## src/rtl/agu_pkg.sv

```systemverilog
package agu_pkg;

    typedef enum logic [1:0] {
        SZ_BYTE = 2'd0,
        SZ_HALF = 2'd1,
        SZ_WORD = 2'd2
    } acc_size_e;

    typedef enum logic [1:0] {
        SH_LSL = 2'd0,
        SH_LSR = 2'd1,
        SH_ASR = 2'd2,
        SH_ROR = 2'd3
    } shift_kind_e;

endpackage

```

## src/rtl/agu_offset.sv

```systemverilog
module agu_offset
    import agu_pkg::*;
#(
    parameter int XLEN = 32,
    localparam int SHW = $clog2(XLEN)
) (
    input  logic [XLEN-1:0] base,
    input  logic            base_pc,
    input  logic            imm_sel,
    input  logic [XLEN-1:0] imm,
    input  logic [XLEN-1:0] oreg,
    input  logic [1:0]      sh_kind,
    input  logic [SHW-1:0]  sh_amt,
    input  logic            add,
    input  logic            pre,
    output logic [XLEN-1:0] off_addr,
    output logic [XLEN-1:0] acc_addr
);

    logic [XLEN-1:0]   base_eff;
    logic [XLEN-1:0]   shifted;
    logic [XLEN-1:0]   offset;
    logic [2*XLEN-1:0] rot_dbl;

    always_comb begin
        // program-counter bases are rounded down to a multiple of 4
        base_eff = base_pc ? {base[XLEN-1:2], 2'b00} : base;
        rot_dbl  = {oreg, oreg} >> sh_amt;
        unique case (shift_kind_e'(sh_kind))
            SH_LSL:  shifted = oreg << sh_amt;
            SH_LSR:  shifted = oreg >> sh_amt;
            SH_ASR:  shifted = $signed(oreg) >>> sh_amt;
            default: shifted = rot_dbl[XLEN-1:0];
        endcase
        offset   = imm_sel ? imm : shifted;
        off_addr = add ? (base_eff + offset) : (base_eff - offset);
        acc_addr = pre ? off_addr : base_eff;
    end

endmodule

```

## src/rtl/agu_lanes.sv

```systemverilog
module agu_lanes
    import agu_pkg::*;
#(
    parameter int XLEN = 32,
    localparam int NB    = XLEN / 8,
    localparam int LOW_W = $clog2(NB)
) (
    input  logic [LOW_W-1:0] lo,
    input  logic [1:0]       size,
    input  logic [XLEN-1:0]  src,
    output logic [NB-1:0]    be,
    output logic [XLEN-1:0]  wdata
);

    logic [LOW_W-1:0] half_lo;

    always_comb begin
        half_lo = {lo[LOW_W-1:1], 1'b0};
        unique case (acc_size_e'(size))
            SZ_BYTE: begin
                be    = NB'(1) << lo;
                wdata = {NB{src[7:0]}};
            end
            SZ_HALF: begin
                be    = NB'(3) << half_lo;
                wdata = {(NB/2){src[15:0]}};
            end
            default: begin
                be    = '1;
                wdata = src;
            end
        endcase
    end

endmodule

```

## src/rtl/agu_ldfmt.sv

```systemverilog
module agu_ldfmt
    import agu_pkg::*;
#(
    parameter int XLEN = 32,
    localparam int NB    = XLEN / 8,
    localparam int LOW_W = $clog2(NB)
) (
    input  logic [XLEN-1:0]  word,
    input  logic [LOW_W-1:0] lo,
    input  logic [1:0]       size,
    input  logic             unaligned_ok,
    output logic [XLEN-1:0]  data
);

    logic [XLEN-1:0]   byte_sh;
    logic [XLEN-1:0]   half_sh;
    logic [2*XLEN-1:0] rot_dbl;

    always_comb begin
        byte_sh = word >> {lo, 3'b000};
        half_sh = word >> {lo[LOW_W-1:1], 4'b0000};
        rot_dbl = {word, word} >> {lo, 3'b000};
        unique case (acc_size_e'(size))
            SZ_BYTE: data = {{(XLEN-8){1'b0}}, byte_sh[7:0]};
            SZ_HALF: data = {{(XLEN-16){1'b0}}, half_sh[15:0]};
            default: data = (lo != '0 && !unaligned_ok) ? rot_dbl[XLEN-1:0] : word;
        endcase
    end

endmodule

```

## src/rtl/ls_addr_unit.sv

```systemverilog
module ls_addr_unit
    import agu_pkg::*;
#(
    parameter int XLEN   = 32,
    parameter int REG_W  = 4,
    parameter int PC_IDX = 15,
    localparam int NB    = XLEN / 8,
    localparam int LOW_W = $clog2(NB),
    localparam int SHW   = $clog2(XLEN)
) (
    input  logic             clk,
    input  logic             rst_n,
    input  logic             req_valid,
    input  logic             req_load,
    input  logic [1:0]       req_size,
    input  logic [XLEN-1:0]  req_base,
    input  logic             req_base_pc,
    input  logic             req_imm_sel,
    input  logic [XLEN-1:0]  req_imm,
    input  logic [XLEN-1:0]  req_oreg,
    input  logic [1:0]       req_sh_kind,
    input  logic [SHW-1:0]   req_sh_amt,
    input  logic             req_add,
    input  logic             req_pre,
    input  logic             req_wb,
    input  logic [REG_W-1:0] req_tgt,
    input  logic             req_unaligned_ok,
    input  logic [XLEN-1:0]  req_src,
    input  logic             ld_valid,
    input  logic [XLEN-1:0]  ld_word,
    output logic             acc_valid,
    output logic             acc_write,
    output logic [XLEN-1:0]  acc_addr,
    output logic [NB-1:0]    acc_be,
    output logic [XLEN-1:0]  acc_wdata,
    output logic             wb_valid,
    output logic [XLEN-1:0]  wb_value,
    output logic             flag_unpred,
    output logic             flag_unknown,
    output logic             res_valid,
    output logic [XLEN-1:0]  res_data,
    output logic             res_pc
);

    typedef struct packed {
        logic            acc_valid;
        logic            acc_write;
        logic [XLEN-1:0] acc_addr;
        logic [NB-1:0]   acc_be;
        logic [XLEN-1:0] acc_wdata;
        logic [1:0]      acc_size;
        logic            acc_ua;
        logic            acc_to_pc;
        logic            wb_valid;
        logic [XLEN-1:0] wb_value;
        logic            flag_unpred;
        logic            flag_unknown;
        logic            res_valid;
        logic [XLEN-1:0] res_data;
        logic            res_pc;
    } state_t;

    state_t st_d, st_q;

    logic [XLEN-1:0] off_addr_w;
    logic [XLEN-1:0] acc_addr_w;
    logic [NB-1:0]   be_w;
    logic [XLEN-1:0] wdata_w;
    logic [XLEN-1:0] ld_fmt_w;

    agu_offset #(.XLEN(XLEN)) u_offset (
        .base     (req_base),
        .base_pc  (req_base_pc),
        .imm_sel  (req_imm_sel),
        .imm      (req_imm),
        .oreg     (req_oreg),
        .sh_kind  (req_sh_kind),
        .sh_amt   (req_sh_amt),
        .add      (req_add),
        .pre      (req_pre),
        .off_addr (off_addr_w),
        .acc_addr (acc_addr_w)
    );

    agu_lanes #(.XLEN(XLEN)) u_lanes (
        .lo    (acc_addr_w[LOW_W-1:0]),
        .size  (req_size),
        .src   (req_src),
        .be    (be_w),
        .wdata (wdata_w)
    );

    // load shaping uses the access held from the previous request
    agu_ldfmt #(.XLEN(XLEN)) u_ldfmt (
        .word         (ld_word),
        .lo           (st_q.acc_addr[LOW_W-1:0]),
        .size         (st_q.acc_size),
        .unaligned_ok (st_q.acc_ua),
        .data         (ld_fmt_w)
    );

    always_comb begin
        logic misal;
        logic to_pc;
        st_d           = st_q;
        st_d.acc_valid = 1'b0;
        st_d.res_valid = 1'b0;
        misal = (acc_addr_w[LOW_W-1:0] != '0);
        to_pc = req_load && (acc_size_e'(req_size) == SZ_WORD)
                && (req_tgt == REG_W'(PC_IDX));
        if (req_valid) begin
            st_d.acc_valid    = 1'b1;
            st_d.acc_write    = !req_load;
            st_d.acc_addr     = acc_addr_w;
            st_d.acc_be       = be_w;
            st_d.acc_wdata    = wdata_w;
            st_d.acc_size     = req_size;
            st_d.acc_ua       = req_unaligned_ok;
            st_d.acc_to_pc    = to_pc;
            st_d.wb_valid     = req_wb;
            st_d.wb_value     = off_addr_w;
            st_d.flag_unpred  = to_pc && misal;
            st_d.flag_unknown = (acc_size_e'(req_size) == SZ_HALF)
                                && acc_addr_w[0] && !req_unaligned_ok;
        end
        if (ld_valid) begin
            st_d.res_valid = 1'b1;
            st_d.res_data  = ld_fmt_w;
            st_d.res_pc    = st_q.acc_to_pc && !st_q.flag_unpred;
        end
    end

    always_ff @(posedge clk or negedge rst_n) begin
        if (!rst_n) begin
            st_q <= '0;
        end else begin
            st_q <= st_d;
        end
    end

    assign acc_valid    = st_q.acc_valid;
    assign acc_write    = st_q.acc_write;
    assign acc_addr     = st_q.acc_addr;
    assign acc_be       = st_q.acc_be;
    assign acc_wdata    = st_q.acc_wdata;
    assign wb_valid     = st_q.wb_valid;
    assign wb_value     = st_q.wb_value;
    assign flag_unpred  = st_q.flag_unpred;
    assign flag_unknown = st_q.flag_unknown;
    assign res_valid    = st_q.res_valid;
    assign res_data     = st_q.res_data;
    assign res_pc       = st_q.res_pc;

    // a post-indexed access leaves the base untouched
    a_r2_post_uses_base: assert property (@(posedge clk) disable iff (!rst_n)
        req_valid && !req_pre && !req_base_pc |=> acc_addr == $past(req_base));

    // a program-counter base with post-indexing gives a word-aligned address
    a_r4_pc_base_aligned: assert property (@(posedge clk) disable iff (!rst_n)
        req_valid && req_base_pc && !req_pre |=> acc_addr[1:0] == 2'b00);

    // pre-indexed writeback matches the access address
    a_r3_wb_pre_matches: assert property (@(posedge clk) disable iff (!rst_n)
        req_valid && req_pre && req_wb |=> wb_valid && wb_value == acc_addr);

    // a byte access enables exactly one lane
    a_r6_byte_onehot: assert property (@(posedge clk) disable iff (!rst_n)
        req_valid && acc_size_e'(req_size) == SZ_BYTE |=> $countones(acc_be) == 1);

    // byte loads are zero-extended
    a_r8_byte_zero_ext: assert property (@(posedge clk) disable iff (!rst_n)
        ld_valid && acc_size_e'(st_q.acc_size) == SZ_BYTE |=> res_data[XLEN-1:8] == '0);

    // an unpredictable access never loads the program counter
    a_r10_unpred_no_pc: assert property (@(posedge clk) disable iff (!rst_n)
        ld_valid && flag_unpred |=> !res_pc);

    // the access strobe appears only after a request
    a_r12_acc_pulse: assert property (@(posedge clk) disable iff (!rst_n)
        !req_valid |=> !acc_valid);

    // the unknown flag is only raised for halfwords
    a_r11_unknown_half: assert property (@(posedge clk) disable iff (!rst_n)
        flag_unknown |-> acc_size_e'(st_q.acc_size) == SZ_HALF);

endmodule

```

## config.mk

```make
export PLATFORM = sky130hd
export DESIGN_NAME = ls_addr_unit
export DESIGN_NICKNAME = d
export VERILOG_FILES = /design/src/rtl/agu_pkg.sv /design/src/rtl/agu_offset.sv /design/src/rtl/agu_lanes.sv /design/src/rtl/agu_ldfmt.sv /design/src/rtl/ls_addr_unit.sv
export SDC_FILE = /design/constraint.sdc
export NUM_CORES = 1
export LEC_CHECK = 0
export BUFFER_PORTS_ARGS = -buffer_cell sky130_fd_sc_hd__buf_2
export CORE_ASPECT_RATIO = 0.7
export CORE_MARGIN = 2
export CORE_UTILIZATION = 45
export DETAILED_ROUTE_END_ITERATION = 16
export PLACE_DENSITY = 0.71
export SETUP_SLACK_MARGIN = 0.1
export SKIP_CTS_REPAIR_TIMING = 1
export SYNTH_ARGS = -nofsm -noshare
export SYNTH_HDL_FRONTEND = slang
export SYNTH_SLANG_ARGS = --single-unit
export TNS_END_PERCENT = 1
```

## constraint.sdc

```tcl
create_clock -name clk -period 2.4 [get_ports clk]
set_clock_uncertainty 0.05 [all_clocks]
set_input_delay 0.36 -clock clk [delete_from_list [all_inputs] [get_ports clk]]
set_output_delay 0.36 -clock clk [all_outputs]
set_load 0.01 [all_outputs]
```

==> results of run 1 <==
## logic make-up after synthesis
family,Yosys count
adder cells (fa/ha/maj),36
buffers and inverters,358
flip-flops,143
multiplexers,350
AND/OR/NAND/NOR,486
AO/OA/AOI/OAI,519
XOR/XNOR,55
## power by group through the flow
stage / Combinational (W) / Sequential, W / Clock (W)
after floorplan: 0.00433 / 0.00322 / 0
after global placement: 0.00670 / 0.00331 / 0
after detailed placement: 0.00679 / 0.00333 / 0
after CTS: 0.00684 / 0.00330 / 0.00262
after global routing: 0.00776 / 0.00337 / 0.00273
final: 0.00739 / 0.00332 / 0.00262
## worst max-delay path by stage
stage                  startpoint      endpoint  slack [ns]  cells past startpoint
floorplan           req_sh_amt[1]  wb_value[31]       -2.76                     25
global placement    req_sh_amt[3]  wb_value[30]       -3.55                     27
detailed placement  req_sh_amt[3]  wb_value[30]       -3.49                     27
CTS                 req_sh_amt[3]  wb_value[30]       -3.07                     27
global route        req_sh_amt[1]  wb_value[28]       -2.96                     26
finish              req_sh_amt[3]  wb_value[31]       -2.73                     24
## placed cells by master (no fill, tap or decap), drive strengths merged, types with 37 or more instances in the layout
master / n
dfrtp: 143
mux2: 112
nor2: 165
o22ai: 37
nand2: 134
buf: 883
inv: 50
mux2i: 152
a21oi: 168
o21ai: 61
mux4: 86
## final cells by class
cell class	count	area (um2)
antenna	10	25.0
clock buffer	18	439
clock inverter	14	133
fill	3103	14000
inverter	46	173
multi-input combinational	1446	12100
sequential	143	3580
tap	488	611
timing repair buffer	885	6280
## layer usage
metal,vias up,wire [um]
met3,188,12300
met5,-,0
met2,1403,33000
li1,8347,-
met1,9582,35500
met4,0,2830
## registers in the layout, summed over array words and instances (netlist names)
register,flops
acc_addr,32
acc_wdata,32
res_data,32
wb_value,32
acc_be,4
st_q,4
acc_valid,1
acc_write,1
flag_unknown,1
flag_unpred,1
res_pc,1
res_valid,1
wb_valid,1
## stage by stage
stage	hold WS, ns	setup TNS [ns]	area [um2]
after CTS	-0.147	-165.71	22500
after global routing	0.0735	-153.70	23300
after floorplan	0.0144	-139.36	17300
final	0.0711	-140.15	23300
after detailed placement	0.306	-194.46	22000
after global placement	0.301	-197.62	22000
==> results.txt, run 1 <==
Measured on the finished design, the core utilization comes to 62.5%. The clock buffer count from CTS came out at 17. The simple-gate share of the synthesized area is 13.5%. The area of the die is 39,700 um2. The number of failing hold endpoints at the final stage came out at 0. The run finished, with violations left. The most common cell in the netlist is sky130_fd_sc_hd__a21oi_1. The power per cell area came out at 571 nW/um2.

The number of antenna violations at the first check in global routing was 9. The maximum buffer depth of the clock tree came out at 2. The via density per instance came out at 6.40. The final period demand of the worst path is 5.13 ns. Setup repair after global routing could not meet its margin everywhere. STA classifies the critical path startpoint as an input port. The first-pass GRT wire length came out at 120,000 um. The proportion of power drawn by the clock network is 19.6%.

The synthesized netlist net count came out at 2,167. The part of the power in registers came out at 24.9%. The number of failing setup endpoints in the final timing report is 70.

The worst-margin pin slew is 0.851 ns. The adder and majority gate portion of the synthesized area is 2.67%. After the first detailed-routing iteration, the DRC count stood at 2,541. The detail route stage leaves a number of antenna-violating nets equal to 0.

The combined area of all synthesized cells is 17,200 um2. The area fraction of the dominant cell type after synthesis came out at 20.9%. The count of nets after finishing is 2,759. Counting tap cells, the placed design contains a total of 2,996 instances.

The data arrival at the endpoint of the critical path came out at 5.43 ns. The highest clock rate came out at 195 MHz. The flop-to-flop setup slack is 0.25 ns. The die height came out at 167 um. The total core area came out at 37,400 um2.

The sequential fraction of the synthesis area came out at 20.9%. The worst register-to-register path begins at acc_addr[1]. The worst hold path begins at req_load. The logic depth of the worst register-to-register path came out at 4. The ratio of cells with drive above 1 in the final layout is 48.8%. Counting instances in the post-synthesis netlist gives the leading cell types as sky130_fd_sc_hd__a21oi_1 (168), sky130_fd_sc_hd__nor2_1 (165), sky130_fd_sc_hd__mux2i_1 (152).

The cell with the most instances on the worst path is sky130_fd_sc_hd__buf_4. The fraction of registers with async set or reset after synthesis is 100%. The clock tree synthesis step divided the H-tree into 4 levels. The yosys synthesis warning count is 0. The number of synthesized register bits came out at 143. The relative contribution of combinational cells to total power is 55.5%. The leakage power came out at 10.8 nW. Max-cap violations in this run came to 0. The type of the most critical hold path is input port to flip-flop. The most used flip-flop cell after synthesis is sky130_fd_sc_hd__dfrtp_1. After detailed routing, the total wire length is 83,700 um.

The weighted congestion at the end of routability-driven global placement is 1.10. Relative to the synthesized area, the layout overhead comes to 36.1%. Prior to clock tree synthesis, the placed netlist has a worst setup slack of -3.49 ns. The netlist uses 102 different library cells. The cell depth of the worst min-delay path came out at 2.

The multiplexer share of the synthesized area is 27.6%. The number of flops mapped to enable cells by yosys came out at 0. The largest area contributor in the netlist is sky130_fd_sc_hd__dfrtp_1. By area, the combinational part of the netlist is dominated by multiplexers. The maximum net fanout on the critical path is 22. After synthesis, the cell types taking the most area are sky130_fd_sc_hd__dfrtp_1 (21%), sky130_fd_sc_hd__mux4_2 (11%), sky130_fd_sc_hd__mux2i_1 (8.9%).

The worst hold path terminates at acc_write. The clock root buffer is sky130_fd_sc_hd__clkbuf_16. The setup path with the least slack is of type input port to flip-flop. The TritonCTS clock tree is built. The number of port buffers is 322. The via count came out at 19.5k. The gate family responsible for the most delay along the worst path is compound AO/OA/AOI/OAI gates.

The maximum cell stage delay along the critical path came out at 0.51 ns. The number of cells in the finished layout apart from fillers is 3,050. The number of max-slew violations in the final report came out at 0. In this run the critical register-to-register path is captured at res_data[7].

The synthesized netlist devotes 20.4% of its cell area to compound gates. The mean cell area of the mapped netlist is 8.81 um2. The detailed placer's ending HPWL is 66,800 um. Dividing the final minimum period by the clock period gives 214%.

Traced cell by cell, the critical path runs through buf_8, buf_4, mux4_2, mux2_2, a22o_1, o21ai_2, buf_4, a41oi_1, a2111oi_2, buf_4, nand3b_4, nor2_4, nor2_1, xnor2_1, ha_1, a21o_1, a21o_1, a21oi_1, nand2_1, a311o_1, nand2_2, o21a_1, or3b_1, a31oi_1. In this run the power spent charging and discharging nets is 0.00549 W. The internal portion of total power came out at 0.00784 W. Entering global routing, the biggest net connects 78 pins. The total number of clock tree sinks came out at 143. The post-synthesis instance total is 1,947.

The headroom to the max-slew limit is 42.9%. The routed wirelength normalized by instance count came out at 27.4 um. The met2 usage in global routing came out at 54.5%. The synthesized-area fraction occupied by xor and xnor cells came out at 2.81%. The clock insertion delay at the later pin of the skew report is 0.42 ns. Global routing used 40.4% of the available tracks. For met1 alone, demand over resource in global routing was 58.8%. The maximum resistive drop on vdd came out at 0.000691 V. The switching portion of total power is 41.2%. The horizontal extent of the die is 237 um. The total power draw came out at 0.0133 W. The clock slew seen by the registers of the worst setup and hold paths came out at 0.07 ns. The count of pins on the block boundary is 323. The number of buffers and inverters on the critical path came out at 4. For this run, global-route usage on met3 was measured as 15.9%. The total DRC errors in the routed layout is 0. The starting density of the core came out at 45.9%. Row generation in the floorplan step produced 59 rows.

The worst setup path is captured at a flip-flop. After layout, the worst setup slack is -2.73 ns. The first detailed-routing pass took 8 iterations. The via count of the first global-routing pass came to 18.6k. The leftover overflow at the end of global routing came out at 0. The layer flagged by global routing as most heavily used is met1.

On the critical path, the stage with the largest delay is an instance of sky130_fd_sc_hd__mux4_2. Data on the critical path is required at its endpoint by 2.71 ns. The checks that failed: setup timing.
Power figures use the tool's default switching activity.
==> run 2: changes to the inputs <==
==> constraint.sdc (replaced) <==
create_clock -name clk -period 5.4 [get_ports clk]
set_clock_uncertainty 0.05 [all_clocks]
set_input_delay 0.81 -clock clk [delete_from_list [all_inputs] [get_ports clk]]
set_output_delay 0.81 -clock clk [all_outputs]
set_load 0.01 [all_outputs]
==> run 2 against run 1 <==
The run still ends with setup timing left; setup slack improved by 2.3 ns; combinational power shrank 57%; critical path depth rose by 1; cell area shrank 2.1%; core utilization down 1.3 points; global-route usage up 1.5 points; non-clock buffer count fell by 36; worst hold slack better by 0.35 ns; sequential share of layout area grew 0.32 points; wire length is 3.4% higher; first-iteration DRC count is 9.4% higher; sequential cell count unchanged; critical path type unchanged.
==> results.txt, run 2 (synthesis gave the netlist of run 1 again) <==
The run finished, with violations left. The checks that failed: setup timing. The number of levels in the clock H-tree is 4. The cell with the largest stage delay on the worst path is sky130_fd_sc_hd__mux4_2. The worst path required time came out at 5.68 ns.

The startpoint identified for the worst register-to-register timing path is acc_addr[0]. The number of failing setup endpoints in the final timing report is 26. The first-pass GRT wire length is 123,000 um.

In this run the worst hold path is classified as input port to asynchronous set/reset pin. The ratio of cells with drive above 1 in the final layout is 47.2%. The headroom to the max-slew limit came out at 29.2%. The most critical setup path has its startpoint at req_sh_amt[0]. The final period demand of the worst path came out at 5.85 ns. Across all setup checks in the final design, the least slack found is -0.450 ns. The maximum buffer depth of the clock tree came out at 2. 323 I/O pins were placed. The total number of clock tree sinks is 143. The total power draw is 0.00597 W. The weighted congestion at the end of routability-driven global placement came out at 1.11.

The met1 demand-to-capacity share in global routing came out at 58.5%. The library cell used most frequently in the layout, excluding fill and tap cells, is sky130_fd_sc_hd__buf_4. The detailed placer's ending HPWL came out at 67,500 um.

Dividing the final minimum period by the clock period gives 108%. The TritonCTS clock tree is built. The iteration-0 DRC count of the detailed router came out at 2,781. The global-route usage over all layers is 41.9%.

The via count of the first global-routing pass is 18.7k. The clock root buffer is sky130_fd_sc_hd__clkbuf_16. Clock-pin slew was measured on the worst setup and hold paths at 0.07 ns. The starting density of the core is 45.9%. The final worst hold slack came out at 0.421 ns. In the global route stage, met2 resource usage came out at 58.7%. The highest clock rate came out at 171 MHz. Entering global routing, the biggest net connects 110 pins. The data arrival at the endpoint of the critical path came out at 6.13 ns.

The number of max-slew violations in the final report is 0. In the global route stage, met3 resource usage came out at 17.8%. Setup repair after global routing could not meet its margin everywhere. The leakage power is 10.5 nW. The core region is 37,400 um2.

The floorplan step set the die height to 167 um. The clock buffer count from CTS came out at 17. In this run the most used layer during global routing was met2. The number of antenna violations at the first check in global routing is 7. The detailed-routing iteration count for the pre-antenna-repair pass came out at 6. The kind of start point of the critical path is an input port.

The remaining number of nets flagged by the antenna check after routing came out at 0. Of all nets on the critical path, the largest fanout is 8. The power per cell area came out at 261 nW/um2. The total DRC errors in the routed layout is 0.

For this run, the slowest stage of the critical path takes 0.67 ns. In the layout the commonest cells are sky130_fd_sc_hd__buf_4 (498), sky130_fd_sc_hd__buf_2 (313), sky130_fd_sc_hd__nor2_1 (160). The signed area change from the synthesized netlist to the final layout came out at 33.3%.

The setup TNS came out at -5.90 ns. The number of placement rows is 59. The maximum resistive drop on vdd is 0.000337 V. The die is 237 um wide. The number of failing hold endpoints at the final stage came out at 0. The via count is 19.8k. The critical path in this run is classified as input port to flip-flop. The leftover overflow at the end of global routing came out at 0. The max-cap check violation count came out at 0. Among the stages of the critical path, the cell type that occurs most often is sky130_fd_sc_hd__a21oi_2. At the end of the flow, the number of nets in the layout was 2,723. The via density per instance is 6.58. The sort of element at the end of the critical path is a flip-flop. The clock insertion delay at the later pin of the skew report came out at 0.44 ns. At the pin with the least slew margin, the transition time is 1.06 ns. The number of port buffers came out at 322.

In the final routed layout, each cell accounts on average for 28.8 um. The final wirelength came out at 86,500 um. The area of the die is 39,700 um2.
-- run 2: cell types whose count changed in the layout (fill, tap and decap cells not counted), sizes merged --
cell / delta
buf: -38
bufinv: +2
clkbuf: +5
clkinv: -5
clkinvlp: +2
diode: -4
dlygate4sd3: -1
inv: -2
-- run 2: final timing paths --
kind                            depth (start not counted)      endpoint  slack [ns]
worst min-delay path                                    1   acc_addr[5]        0.42
worst min register to register                          1  acc_wdata[1]        0.45
min in group clk                                        1  acc_wdata[1]        0.45
worst max-delay path                                   25  wb_value[30]       -0.45
worst max register to register                          5  res_data[19]        2.88
max in group asynchronous                               2  wb_value[15]        3.68
-- run 2: cell type report --
type | instances | area, um2
fillers | 3146 | 14500
well taps | 488 | 611
clock buffers | 20 | 447
multi-input cells | 1446 | 11900
clock inverters | 11 | 156
repair buffers | 849 | 5930
flip-flops and latches | 143 | 3580
inverters | 46 | 176
diodes | 6 | 15.0
-- run 2: worst max-delay path: cells and delay by family --
family	cells	cell delay, ns
AOI/OAI and AO/OA	9	1.83
and+or+nand+nor	7	1.30
muxes	2	0.94
buffers and inverters	4	0.64
adders and majority gates	1	0.33
xor gates and xnor gates	2	0.27
-- run 2: metrics by stage --
stage                     util (%)  cells  worst slack, ns  cell area (um2)
after floorplan                  -   1947           -0.205            17300
after global placement        57.5   2947           -0.878            21500
after detailed placement      57.5   2947            -1.06            21500
after CTS                     59.1   2978           -0.643            22100
after global routing          61.2   3006           -0.538            22800
final                         61.2   3009           -0.450            22900
-- run 2: report_power, final --
| part | switching, W | internal [W] | total [W] | leakage [nW] |
|---|---|---|---|---|
| combinational | 0.00176 | 0.00144 | 0.00320 | 8.55 |
| sequential | 0.000180 | 0.00132 | 0.00150 | 1.67 |
| clock | 0.000530 | 0.000744 | 0.00127 | 0.284 |
-- run 2: layer usage --
layer,part of all wire [%],vias up
li1,-,8286
met1,41,9762
met2,40,1520
met3,15,239
met4,3.6,6
met5,0.092,-
